[config.mk]
export PLATFORM = sky130hd
export DESIGN_NAME = irq_group_agg
export DESIGN_NICKNAME = d
export VERILOG_FILES = /design/src/rtl/irq_agg_pkg.sv /design/src/rtl/irq_group_eval.sv /design/src/rtl/irq_defer.sv /design/src/rtl/irq_status_bit.sv /design/src/rtl/irq_group_agg.sv
export SDC_FILE = /design/constraint.sdc
export NUM_CORES = 1
export LEC_CHECK = 0
export BUFFER_PORTS_ARGS = -buffer_cell sky130_fd_sc_hd__buf_2
export CAP_MARGIN = 20
export CORE_MARGIN = 3
export CORE_UTILIZATION = 25
export CTS_CLUSTER_DIAMETER = 150
export DETAILED_ROUTE_END_ITERATION = 12
export PLACE_DENSITY = 0.51
export SYNTH_ARGS = -nofsm -noshare
export SYNTH_HDL_FRONTEND = slang
export SYNTH_HIERARCHICAL = 1
export SYNTH_SLANG_ARGS = --single-unit
[constraint.sdc]
create_clock -name clk -period 2.1 [get_ports clk]
set_clock_uncertainty 0.05 [all_clocks]
set_input_delay 0.105 -clock clk [delete_from_list [all_inputs] [get_ports clk]]
set_output_delay 0.105 -clock clk [all_outputs]
set_load 0.02 [all_outputs]
[src/rtl/irq_agg_pkg.sv]
package irq_agg_pkg;

   localparam int XFER_TABLES = 3;
   localparam int SRC_COUNT   = XFER_TABLES + 1;

   typedef enum logic [1:0] {
      SRC_ISOC  = 2'd0,
      SRC_INTR  = 2'd1,
      SRC_ASYNC = 2'd2,
      SRC_FRAME = 2'd3
   } irq_src_e;

endpackage

[src/rtl/irq_group_eval.sv]
// Evaluates the all-of and any-of grouping conditions for one table.
module irq_group_eval #(
   parameter int SLOTS = 32
) (
   input  logic [SLOTS-1:0] done_i,
   input  logic [SLOTS-1:0] all_mask_i,
   input  logic [SLOTS-1:0] any_mask_i,
   output logic             all_hit_o,
   output logic             any_hit_o,
   output logic             cond_o
);

   if (SLOTS < 1 || SLOTS > 64) begin : g_bad_slots
      $error("irq_group_eval: SLOTS must lie in 1..64");
   end

   logic [SLOTS-1:0] missing;
   logic [SLOTS-1:0] hits;

   always_comb begin
      missing   = all_mask_i & ~done_i;
      hits      = any_mask_i & done_i;
      all_hit_o = (|all_mask_i) && !(|missing);
      any_hit_o = |hits;
      cond_o    = all_hit_o | any_hit_o;
   end

endmodule

[src/rtl/irq_defer.sv]
// Holds a table request back for a programmable number of microframe ticks.
module irq_defer #(
   parameter int LAT_W = 8
) (
   input  logic             clk,
   input  logic             rst_n,
   input  logic             cond_i,
   input  logic             tick_i,
   input  logic [LAT_W-1:0] latency_i,
   output logic             fire_o
);

   if (LAT_W < 1 || LAT_W > 16) begin : g_bad_lat
      $error("irq_defer: LAT_W must lie in 1..16");
   end

   localparam int CW = LAT_W + 1;

   logic             armed_q;
   logic [LAT_W-1:0] cnt_q;
   logic [CW-1:0]    cnt_next;
   logic             reached;
   logic             lat_zero;

   always_comb begin
      lat_zero = (latency_i == '0);
      cnt_next = {1'b0, cnt_q} + CW'(1);
      reached  = (cnt_next >= {1'b0, latency_i});
   end

   always_ff @(posedge clk or negedge rst_n) begin
      if (!rst_n) begin
         armed_q <= 1'b0;
         cnt_q   <= '0;
      end else if (!armed_q) begin
         if (cond_i && !lat_zero) begin
            armed_q <= 1'b1;
            cnt_q   <= '0;
         end
      end else if (tick_i) begin
         if (reached) armed_q <= 1'b0;
         cnt_q <= cnt_next[LAT_W-1:0];
      end
   end

   always_comb begin
      if (lat_zero) fire_o = cond_i;
      else          fire_o = armed_q && tick_i && reached;
   end


   fire_deferred_chk: assert property (@(posedge clk) disable iff (!rst_n)
      (fire_o && !lat_zero) |-> armed_q);

endmodule

[src/rtl/irq_status_bit.sv]
// One sticky, write-one-to-clear status bit; a set in the same cycle wins.
module irq_status_bit (
   input  logic clk,
   input  logic rst_n,
   input  logic set_i,
   input  logic clr_i,
   output logic q_o
);

   always_ff @(posedge clk or negedge rst_n) begin
      if (!rst_n) q_o <= 1'b0;
      else        q_o <= set_i | (q_o & ~clr_i);
   end


   set_wins_chk: assert property (@(posedge clk) disable iff (!rst_n)
      set_i |=> q_o);


   clear_takes_chk: assert property (@(posedge clk) disable iff (!rst_n)
      (clr_i && !set_i) |=> !q_o);


   sticky_chk: assert property (@(posedge clk) disable iff (!rst_n)
      (q_o && !clr_i) |=> q_o);

endmodule

[src/rtl/irq_group_agg.sv]
module irq_group_agg
   import irq_agg_pkg::*;
#(
   parameter int SLOTS      = 32,
   parameter int LAT_W      = 8,
   parameter bit DEFER_EN   = 1'b1
) (
   input  logic                         clk,
   input  logic                         rst_n,
   input  logic [XFER_TABLES*SLOTS-1:0] done_i,
   input  logic [XFER_TABLES*SLOTS-1:0] all_mask_i,
   input  logic [XFER_TABLES*SLOTS-1:0] any_mask_i,
   input  logic [LAT_W-1:0]             latency_i,
   input  logic                         uframe_tick_i,
   input  logic [SRC_COUNT-1:0]         clear_i,
   input  logic [SRC_COUNT-1:0]         enable_i,
   output logic [SRC_COUNT-1:0]         status_o,
   output logic                         irq_o
);

   logic [XFER_TABLES-1:0] cond;
   logic [XFER_TABLES-1:0] all_hit;
   logic [XFER_TABLES-1:0] any_hit;
   logic [SRC_COUNT-1:0]   set_req;

   for (genvar t = 0; t < XFER_TABLES; t++) begin : g_table
      irq_group_eval #(.SLOTS(SLOTS)) u_eval (
         .done_i     (done_i[t*SLOTS +: SLOTS]),
         .all_mask_i (all_mask_i[t*SLOTS +: SLOTS]),
         .any_mask_i (any_mask_i[t*SLOTS +: SLOTS]),
         .all_hit_o  (all_hit[t]),
         .any_hit_o  (any_hit[t]),
         .cond_o     (cond[t])
      );

      if (DEFER_EN) begin : g_defer
         irq_defer #(.LAT_W(LAT_W)) u_defer (
            .clk       (clk),
            .rst_n     (rst_n),
            .cond_i    (cond[t]),
            .tick_i    (uframe_tick_i),
            .latency_i (latency_i),
            .fire_o    (set_req[t])
         );
      end else begin : g_direct
         assign set_req[t] = cond[t];
      end
   end

   assign set_req[SRC_FRAME] = uframe_tick_i;

   for (genvar s = 0; s < SRC_COUNT; s++) begin : g_status
      irq_status_bit u_bit (
         .clk   (clk),
         .rst_n (rst_n),
         .set_i (set_req[s]),
         .clr_i (clear_i[s]),
         .q_o   (status_o[s])
      );
   end

   assign irq_o = |(status_o & enable_i);


   frame_tick_chk: assert property (@(posedge clk) disable iff (!rst_n)
      uframe_tick_i |=> status_o[SRC_FRAME]);


   all_group_chk: assert property (@(posedge clk) disable iff (!rst_n)
      (all_hit[SRC_INTR] && latency_i == '0) |=> status_o[SRC_INTR]);


   any_group_chk: assert property (@(posedge clk) disable iff (!rst_n)
      (any_hit[SRC_ASYNC] && latency_i == '0) |=> status_o[SRC_ASYNC]);


   reset_state_chk: assert property (@(posedge clk)
      $rose(rst_n) |-> (status_o == '0));

endmodule

After elaboration in Yosys (flattened, before gate mapping)
Index checks and enable logic that the tools add are counted.
{ "word_totals": {"reg_bits": 31, "in_bits": 307, "output_inout_bits": 5, "elab_cells": 101} }
{ "classes": {"n_addsub": 3, "n_lt_le_gt_ge": 3, "n_eq_ne": 3, "mux": 24, "n_bitwise": 25, "n_reduce_logical": 33} }
{ "ops": {"columns": ["operator", "count"], "rows": [
  ["$reduce_or 32->1", 9],
  ["$and 32x32->32", 6],
  ["$not 32->32", 3],
  ["$mux 8", 9],
  ["$add 8x1->9 const B", 3],
  ["$ge 9x8->1", 3],
  ["$mux 1", 15],
  ["$logic_and 1x1->1", 12],
  ["$logic_not 8->1", 1],
  ["$or 1x1->1", 7],
  ["$ne 2x2->1 const B", 3],
  ["$reduce_and 2->1", 3],
  ["$reduce_bool 2->1", 3],
  ["$and 1x1->1", 4],
  ["$and 4x4->4", 1],
  ["$logic_not 1->1", 4],
  ["$not 1->1", 4],
  ["$reduce_or 4->1", 1]
]} }

Logic depth before layout (Yosys ltp)
Gate-level depths: netlist (run 1).
{ "depth": {"depth_word": 9, "depth_mapped": 10, "mapped_depth_nobuf": 10} }

By module
The synthesis (run 1) kept the hierarchy.
{ "by_module_without_submodules": {"columns": ["mod", "n_inst", "cells_per_inst", "area_each_um2", "seq_area_each_um2"], "rows": [
  ["irq_defer", 3, 85, 774.5, 225.2],
  ["irq_group_eval", 3, 77, 706.9, 0.0],
  ["irq_status_bit", 4, 3, 36.3, 25.0],
  ["irq_group_agg", 1, 3, 18.8, 0.0]
]} }

Least setup slack after synthesis (run 1)
Ideal clock, no wire load.
{ "synth_timing": {"kind": "reg2reg", "from": "reg g_table[0].g_defer.u_defer.cnt_q[0]", "to": "reg g_status[0].u_bit.q_o", "setup_ps": 118, "arrival_ps": 1859, "t_required_ps": 1932, "slack_ps": 73, "path_stages_with_launch": 11, "path_buffers": 0, "period_less_slack_ps": 2027, "cell_sequence": "dfrtp_1 ha_1 and4_1 nand2_1 xnor2_1 ha_1 a21oi_1 o21ai_0 a21oi_1 o21ai_1 a21o_1"} }
{ "synth_between": {"elab_chain_cells": 5} }
{ "synth_rtl": {"columns": ["element", "line_no", "rtl"], "rows": [
  ["start: declaration", "irq_defer.sv:20", "logic [LAT_W-1:0] cnt_q;"],
  ["start signal: assignment", "irq_defer.sv:42", "cnt_q <= cnt_next[LAT_W-1:0];"],
  ["$add 8x1->9", "irq_defer.sv:27", "cnt_next = {1'b0, cnt_q} + CW'(1);"],
  ["$ge 9x8->1", "irq_defer.sv:28", "reached = (cnt_next >= {1'b0, latency_i});"],
  ["$logic_and 1x1->1", "irq_defer.sv:48", "else fire_o = armed_q && tick_i && reached;"],
  ["$mux 1", "irq_defer.sv:47", "if (lat_zero) fire_o = cond_i;"],
  ["named net set_req[0]", "irq_group_agg.sv:24", "logic [SRC_COUNT-1:0] set_req;"],
  ["$or 1x1->1", "irq_status_bit.sv:12", "else q_o <= set_i | (q_o & ~clr_i);"],
  ["end signal: assignment", "irq_status_bit.sv:12", null],
  ["end: declaration", "irq_status_bit.sv:7", "output logic q_o"]
]} }
The timed path passes the listed nets, and every way through them passes these cells.
A chain may end at the register's enable or synchronous reset.

Worst setup path after layout (run 1)
{ "layout_timing": {"from": "reg g_table[0].g_defer.u_defer.cnt_q[1]", "to": "reg g_status[0].u_bit.q_o"} }
Same word-level chain as after synthesis.

==> qor.yml, run 1 <==
place:
  placed_instance_area_sq_um: 6540
  port_buffers: 311
  global_placer_s_final_weighted_congestion: 0.971
  preCtsSetupSlack_ns: -0.00571
  dp_hpwl_microns: 18300
yosys:
  synth_warnings: 6
  postSynthCellCount: 495
  post_synth_instance_area_sq_um: 4580
  synth_nets: 829
  avgSynthCellArea_sq_um: 9.26
floorplanning:
  num_rows: 48
  fp.dieArea_sq_um: 20000
  ios: 312
  die-width_microns: 141
  initial_utilization_pct: 26.0
  fp.coreArea_sq_um: 17600
  chipHeight_microns: 141
worst_setup_path:
  reg2regPathDepth: 10
  timing.critical_path.slowest_stage_cell: "sky130_fd_sc_hd__dfrtp_1"
  critical_path_class: "flop to flop"
  path_common_cell: "sky130_fd_sc_hd__o21ai_1"
  cp-end-kind: "flop"
  worstPathCellList: "ha_2 -> and4_4 -> nand2_4 -> xnor2_2 -> ha_1 -> a21oi_2 -> o21ai_1 -> a21oi_1 -> o21ai_1 -> a21o_1"
  setup.reg_to_reg.worst_slack_ns: 0.08
  crit_arrival_ns: 2.13
  critical_path_required_ns: 2.22
  worst_r2r_endpoint: "g_status[0].u_bit/q_o$_DFF_PN0_"
  crit-reg2reg-launch: "g_table[0].g_defer.u_defer/cnt_q[1]$_DFFE_PN0P_"
  crit_path_max_incr_delay_ns: 0.36
  maximum_fanout_along_the_worst_path: 2
  worstSetupStartpointType: "flop"
worst_hold_path:
  min_path_type: "input pin to flop"
  min_delay_worst_endpoint: "g_status[1].u_bit/q_o$_DFF_PN0_"
  worst_hold_path.num_cells: 3
  hold_path_startpoint: "clear_i[1]"
sta:
  period_minus_slack_ns: 2.02
  slew_violations: 0
  relative_slew_slack_pct: 48.0
  whs_ns: 0.0464
  fin_setup_tns_ns: 0
  report.final.setup_viol: 0
  timing.fmax_ghz: 0.496
  report.final.hold_viol_count: 0
  setup_ws_ns: 0.0827
  timing_worst_slew_pin_value_ns: 0.781
  grt_setup_unrepaired: "true"
  finalCritPeriodShare_pct: 96.1
layout:
  layout.nets: 1161
  area.growth.synth_to_final_pct: 47.3
  drive_gt1_share_pct: 51.9
  postLayoutCellArea_sq_um: 6750
  num-fill-cells: 1870
clock_tree:
  cts.sink_count: 31
  htree_num_levels: 2
  cts-root-buf: "sky130_fd_sc_hd__clkbuf_16"
  tritoncts.num_buffers: 5
  clk_pin_slew_ns: 0.06
  tritoncts: "built"
  ctsLongestPathBuffers: 2
  clk_latency_ns: 0.27
routing:
  vias_per_cell: 4.99
  final_ant_viol_nets: 0
  routed_wire_length_per_instance_microns: 19.2
  detail_route.wirelength_microns: 20300
  drc: 0
  drtPass1Iterations: 4
  route.vias.total: 5270
  drt-initial-drc-count: 248
job:
  max_cap_violations: 0
power_and_ir_drop:
  p_per_area_nw_per_um2: 501
  power_leakage_nw: 3.32
  peakVddDrop_v: 0.000321
  report.power.total_mw: 3.38
global_routing:
  grtUsageTotal_pct: 19.0
  grt-ovfl-total: 0
  grt_antenna_before_repair: 4
  grt_pass1_wl_microns: 30000
  grt_start_max_net_pins: 32
  vias_in_the_first_global_route: 5586
outcome:
  status: "finished clean"
==> cell usage in the layout, fill, tap and decap left out, types with 24 or more instances in the layout <==
cell type,n
sky130_fd_sc_hd__a2111oi_4,24
sky130_fd_sc_hd__a22oi_1,50
sky130_fd_sc_hd__buf_2,311
sky130_fd_sc_hd__dfrtp_1,30
sky130_fd_sc_hd__ha_1,24
sky130_fd_sc_hd__inv_1,40
sky130_fd_sc_hd__nand2_1,32
sky130_fd_sc_hd__nand4_1,24
sky130_fd_sc_hd__nor2b_1,51
sky130_fd_sc_hd__nor2b_4,24
sky130_fd_sc_hd__nor4_1,27
==> state kept, by name, summed over array words and instances (netlist names) <==
register and flops:
g_table.g_defer.u_defer/armed_q 3, g_status.u_bit/q_o 4, g_table.g_defer.u_defer/cnt_q 24
==> worst max-delay path, delay by kind of cell, from the launching register on <==
family | cells | cell delay (ns)
xor+xnor | 1 | 0.14
flops | 1 | 0.36
simple gates | 2 | 0.29
fa+ha+maj | 2 | 0.50
compound gates | 5 | 0.58
==> worst max-delay path by stage <==
stage,from,end,slack (ns)
after CTS,g_table[1].g_defer.u_defer/cnt_q[0]$_DFFE_PN0P_,g_status[1].u_bit/q_o$_DFF_PN0_,0.04
after floorplan,g_table[0].g_defer.u_defer/cnt_q[0]$_DFFE_PN0P_,g_status[0].u_bit/q_o$_DFF_PN0_,0.07
after detailed placement,g_table[2].g_defer.u_defer/cnt_q[0]$_DFFE_PN0P_,g_status[2].u_bit/q_o$_DFF_PN0_,-0.006
after global placement,g_table[2].g_defer.u_defer/cnt_q[0]$_DFFE_PN0P_,g_status[2].u_bit/q_o$_DFF_PN0_,0.04
final,g_table[0].g_defer.u_defer/cnt_q[1]$_DFFE_PN0P_,g_status[0].u_bit/q_o$_DFF_PN0_,0.08
after global routing,g_table[0].g_defer.u_defer/cnt_q[1]$_DFFE_PN0P_,g_status[0].u_bit/q_o$_DFF_PN0_,-0.03
==> power breakdown <==
group	internal, mW	total [mW]	switching (mW)	leakage [nW]
clock network	0.438	0.701	0.263	0.0679
logic	0.898	1.80	0.900	2.86
registers	0.734	0.882	0.148	0.392
==> layer usage <==
layer / track usage [%] / part of all wire, %
met5: 0 / 0
met4: 5.00 / 1.8
met3: 3.30 / 5.9
met2: 34.2 / 51
met1: 23.5 / 41
==> metrics by stage <==
stage / util (%) / cells
CTS: 38.0 / 1053
detailed placement: 37.1 / 1044
finish: 38.4 / 1057
floorplan: - / 495
global placement: 37.1 / 1044
global route: 38.4 / 1057
==> layout make-up <==
cell class,instances,area [sq um],area share (%)
clock buffer,7,133,1.96
tap,225,282,4.17
timing repair buffer,331,1710,25.3
multi-input combinational,406,3640,53.9
antenna,4,10.0,0.148
inverter,52,195,2.89
sequential,31,777,11.5
clock inverter,1,5.00,0.0741
==> what timing repair did <==
action	4_1_cts	5_1_grt
endpoints found under the setup margin	1	4
endpoints found under the hold margin	31	0
setup buffers	0	0
pin swaps	3	6
gates cloned	0	0
gates resized for setup	3	18
hold buffers	1	0
No activity file was read; power rests on OpenSTA's default activity.
==> run 2, diff against run 1 <==
- CORE_MARGIN: 3 -> 2
- PLACE_DENSITY: 0.51 -> 0.49
- clock period: 2.1 -> 2.5 ns (I/O delays scaled with it)
==> qor.yml, run 2 (same netlist as run 1, synthesis figures left out) <==
clock_tree:
  ctsResizeCount: 0  # -3
  tritoncts.num_buffers: 5  # unchanged
  cts-root-buf: "sky130_fd_sc_hd__clkbuf_16"
  clk_pin_slew_ns: 0.05  # about the same
  post_cts_buffers: 0  # unchanged
  clk_latency_ns: 0.27  # about the same
  ctsLongestPathBuffers: 2  # unchanged
  cts.sink_count: 31  # unchanged
  tritoncts: "built"
  htree_num_levels: 2  # unchanged
worst_setup_path:
  timing.critical_path.slowest_stage_cell: "sky130_fd_sc_hd__dfrtp_1"
  crit_arrival_ns: 2.40  # +0.27 ns
  crit_path_max_incr_delay_ns: 0.42  # +0.06 ns
  critical_path_class: "flop to flop"
  cp-end-kind: "flop"
  worstSetupStartpointType: "flop"
  maximum_fanout_along_the_worst_path: 5  # +3
  critical_path_required_ns: 2.61  # +0.39 ns
  worstPathCellList: "ha_1 -> and4_1 -> nand2_1 -> xnor2_1 -> ha_1 -> a21oi_1 -> o21ai_0 -> a21oi_1 -> o21ai_1 -> a21o_1"
power_and_ir_drop:
  peakVddDrop_v: 0.000343  # +6.8%
  p_per_area_nw_per_um2: 424  # -15%
  power_leakage_nw: 3.24  # -2.6%
  report.power.total_mw: 2.81  # -17%
floorplanning:
  ios: 312  # unchanged
  num_rows: 49  # +2.1%
  initial_utilization_pct: 25.5  # -0.53 points
  die-width_microns: 139  # -1.4%
  fp.dieArea_sq_um: 19400  # -2.8%
  chipHeight_microns: 139  # -1.4%
  fp.coreArea_sq_um: 18000  # +2.1%
sta:
  slew_violations: 0  # unchanged
  report.final.hold_viol_count: 0  # unchanged
  fin_setup_tns_ns: 0  # unchanged
  timing_worst_slew_pin_value_ns: 0.755  # -0.0255 ns
  timing.fmax_ghz: 0.438  # -12%
  finalCritPeriodShare_pct: 91.3  # -4.8 points
  period_minus_slack_ns: 2.28  # +0.265 ns
  grt_setup_unrepaired: "false"
  relative_slew_slack_pct: 49.7  # +1.7 points
  report.final.setup_viol: 0  # unchanged
  setup_ws_ns: 0.217  # +0.135 ns
layout:
  layout.nets: 1145  # -1.4%
  area.growth.synth_to_final_pct: 44.6
  largestRegisters: "g_table.g_defer.u_defer/cnt_q x24, g_status.u_bit/q_o x4, g_table.g_defer.u_defer/armed_q x3"
  largest_reg_flops: 24  # unchanged
  reg_with_most_ffs: "g_table.g_defer.u_defer/cnt_q"
  drive_gt1_share_pct: 49.3  # -2.7 points
  postLayoutCellArea_sq_um: 6630  # -1.8%
  mostFrequentLayoutCells: "sky130_fd_sc_hd__buf_2, sky130_fd_sc_hd__nor2b_1, sky130_fd_sc_hd__a22oi_1"
  layout_commonest_cell: "sky130_fd_sc_hd__buf_2"
  num-fill-cells: 1913  # +2.3%
routing:
  final_ant_viol_nets: 0  # unchanged
  drtPass1Iterations: 5  # +1
  drt-initial-drc-count: 185  # -25%
  route.vias.total: 5237  # -0.63%
  vias_per_cell: 4.99  # about the same
  detail_route.wirelength_microns: 19600  # -3.5%
  drc: 0  # unchanged
  routed_wire_length_per_instance_microns: 18.7  # -2.8%
global_routing:
  grt_pass1_wl_microns: 30200  # +0.71%
  gr-usage-met3_pct: 2.96  # -0.34 points
  grt-ovfl-total: 0  # unchanged
  grt_antenna_before_repair: 10  # +6
  vias_in_the_first_global_route: 5646  # +1.1%
  busiest_layer: "met2"
  grtUsageTotal_pct: 19.6  # +0.62 points
  grt.met2_usage_pct: 34.4  # +0.26 points
  grt_start_max_net_pins: 32  # unchanged
  grt_util_met1_pct: 24.9  # +1.4 points
place:
  dp_hpwl_microns: 17600  # -4.0%
  preCtsSetupSlack_ns: 0.275  # +0.280 ns
  port_buffers: 311  # unchanged
  placed_instance_area_sq_um: 6420  # -1.8%
  global_placer_s_final_weighted_congestion: 0.974  # +0.37%
worst_hold_path:
  min_path_type: "input pin to flop"
outcome:
  status: "finished clean"
job:
  max_cap_violations: 0  # unchanged
## run 2: cell count changes in the layout (fill, tap and decap cells not counted), moves of 2 or more
cell / previous run / this run
sky130_fd_sc_hd__and4_4: 2 / 0
sky130_fd_sc_hd__clkbuf_1: 2 / 0
sky130_fd_sc_hd__nand2_1: 32 / 34
sky130_fd_sc_hd__buf_4: 19 / 3
sky130_fd_sc_hd__o21ai_0: 5 / 9
sky130_fd_sc_hd__a21oi_1: 12 / 18
sky130_fd_sc_hd__o21ai_1: 7 / 3
sky130_fd_sc_hd__and4_1: 1 / 3
sky130_fd_sc_hd__diode_2: 4 / 9
sky130_fd_sc_hd__a21oi_2: 6 / 0
sky130_fd_sc_hd__ha_1: 24 / 27
sky130_fd_sc_hd__ha_2: 3 / 0
## run 2: path summary, 6_finish.rpt
path	from	endpoint	slack [ns]	cells past startpoint
setup / recovery	g_table[1].g_defer.u_defer/cnt_q[0]$_DFFE_PN0P_	g_status[1].u_bit/q_o$_DFF_PN0_	0.22	10
setup reg to reg	g_table[1].g_defer.u_defer/cnt_q[0]$_DFFE_PN0P_	g_status[1].u_bit/q_o$_DFF_PN0_	0.22	10
hold / removal	clear_i[2]	g_status[2].u_bit/q_o$_DFF_PN0_	0.09	3
max in group asynchronous	rst_n	g_table[1].g_defer.u_defer/cnt_q[4]$_DFFE_PN0P_	1.51	2
min in group asynchronous	rst_n	g_status[3].u_bit/q_o$_DFF_PN0_	0.41	2
hold reg to reg	g_status[3].u_bit/q_o$_DFF_PN0_	g_status[3].u_bit/q_o$_DFF_PN0_	0.45	1
## run 2: final cells by class
cell class	count	area, sq um	share of cell area, %
Clock buffer	6	139	2.10
Antenna cell	9	22.5	0.340
Sequential cell	31	776	11.7
Inverter	52	195	2.95
Multi-Input combinational cell	406	3580	54.1
Tap cell	229	287	4.32
Timing Repair Buffer	315	1590	24.0
Clock inverter	2	35.0	0.529
## run 2: critical path, delay by kind of cell, from the launching register on
kind	cells	cell delay, ns
AO/OA/AOI/OAI	5	0.70
XOR/XNOR	1	0.15
flip-flops	1	0.42
adder cells (fa/ha/maj)	2	0.52
AND/OR/NAND/NOR	2	0.34
## run 2: metrics by stage
step | utilization (%) | instances | hold WS (ns)
2_1_floorplan | - | 495 | -0.221
3_3_place_gp | 35.7 | 1032 | 0.200
3_5_place_dp | 35.7 | 1032 | 0.196
4_1_cts | 36.8 | 1041 | 0.0952
5_1_grt | 36.9 | 1050 | 0.124
6_report | 36.9 | 1050 | 0.0894
## run 2: power by group
| part | internal (mW) | total, mW | switching, mW | leakage (nW) |
|---|---|---|---|---|
| clock network | 0.495 | 0.712 | 0.217 | 0.0869 |
| logic | 0.654 | 1.33 | 0.681 | 2.75 |
| registers | 0.615 | 0.763 | 0.148 | 0.394 |
| total | 1.76 | 2.81 | 1.05 | 3.24 |
## run 2: layer usage
metal	vias to the layer above	part of all wire [%]
met5	-	0.066
met4	2	2.3
met3	30	5.8
met2	214	50
met1	2431	42
li1	2560	-
## run 2: what timing repair did
item,CTS,global route
setup endpoints to repair,0,0
hold endpoints to repair,31,0
hold buffers,1,0
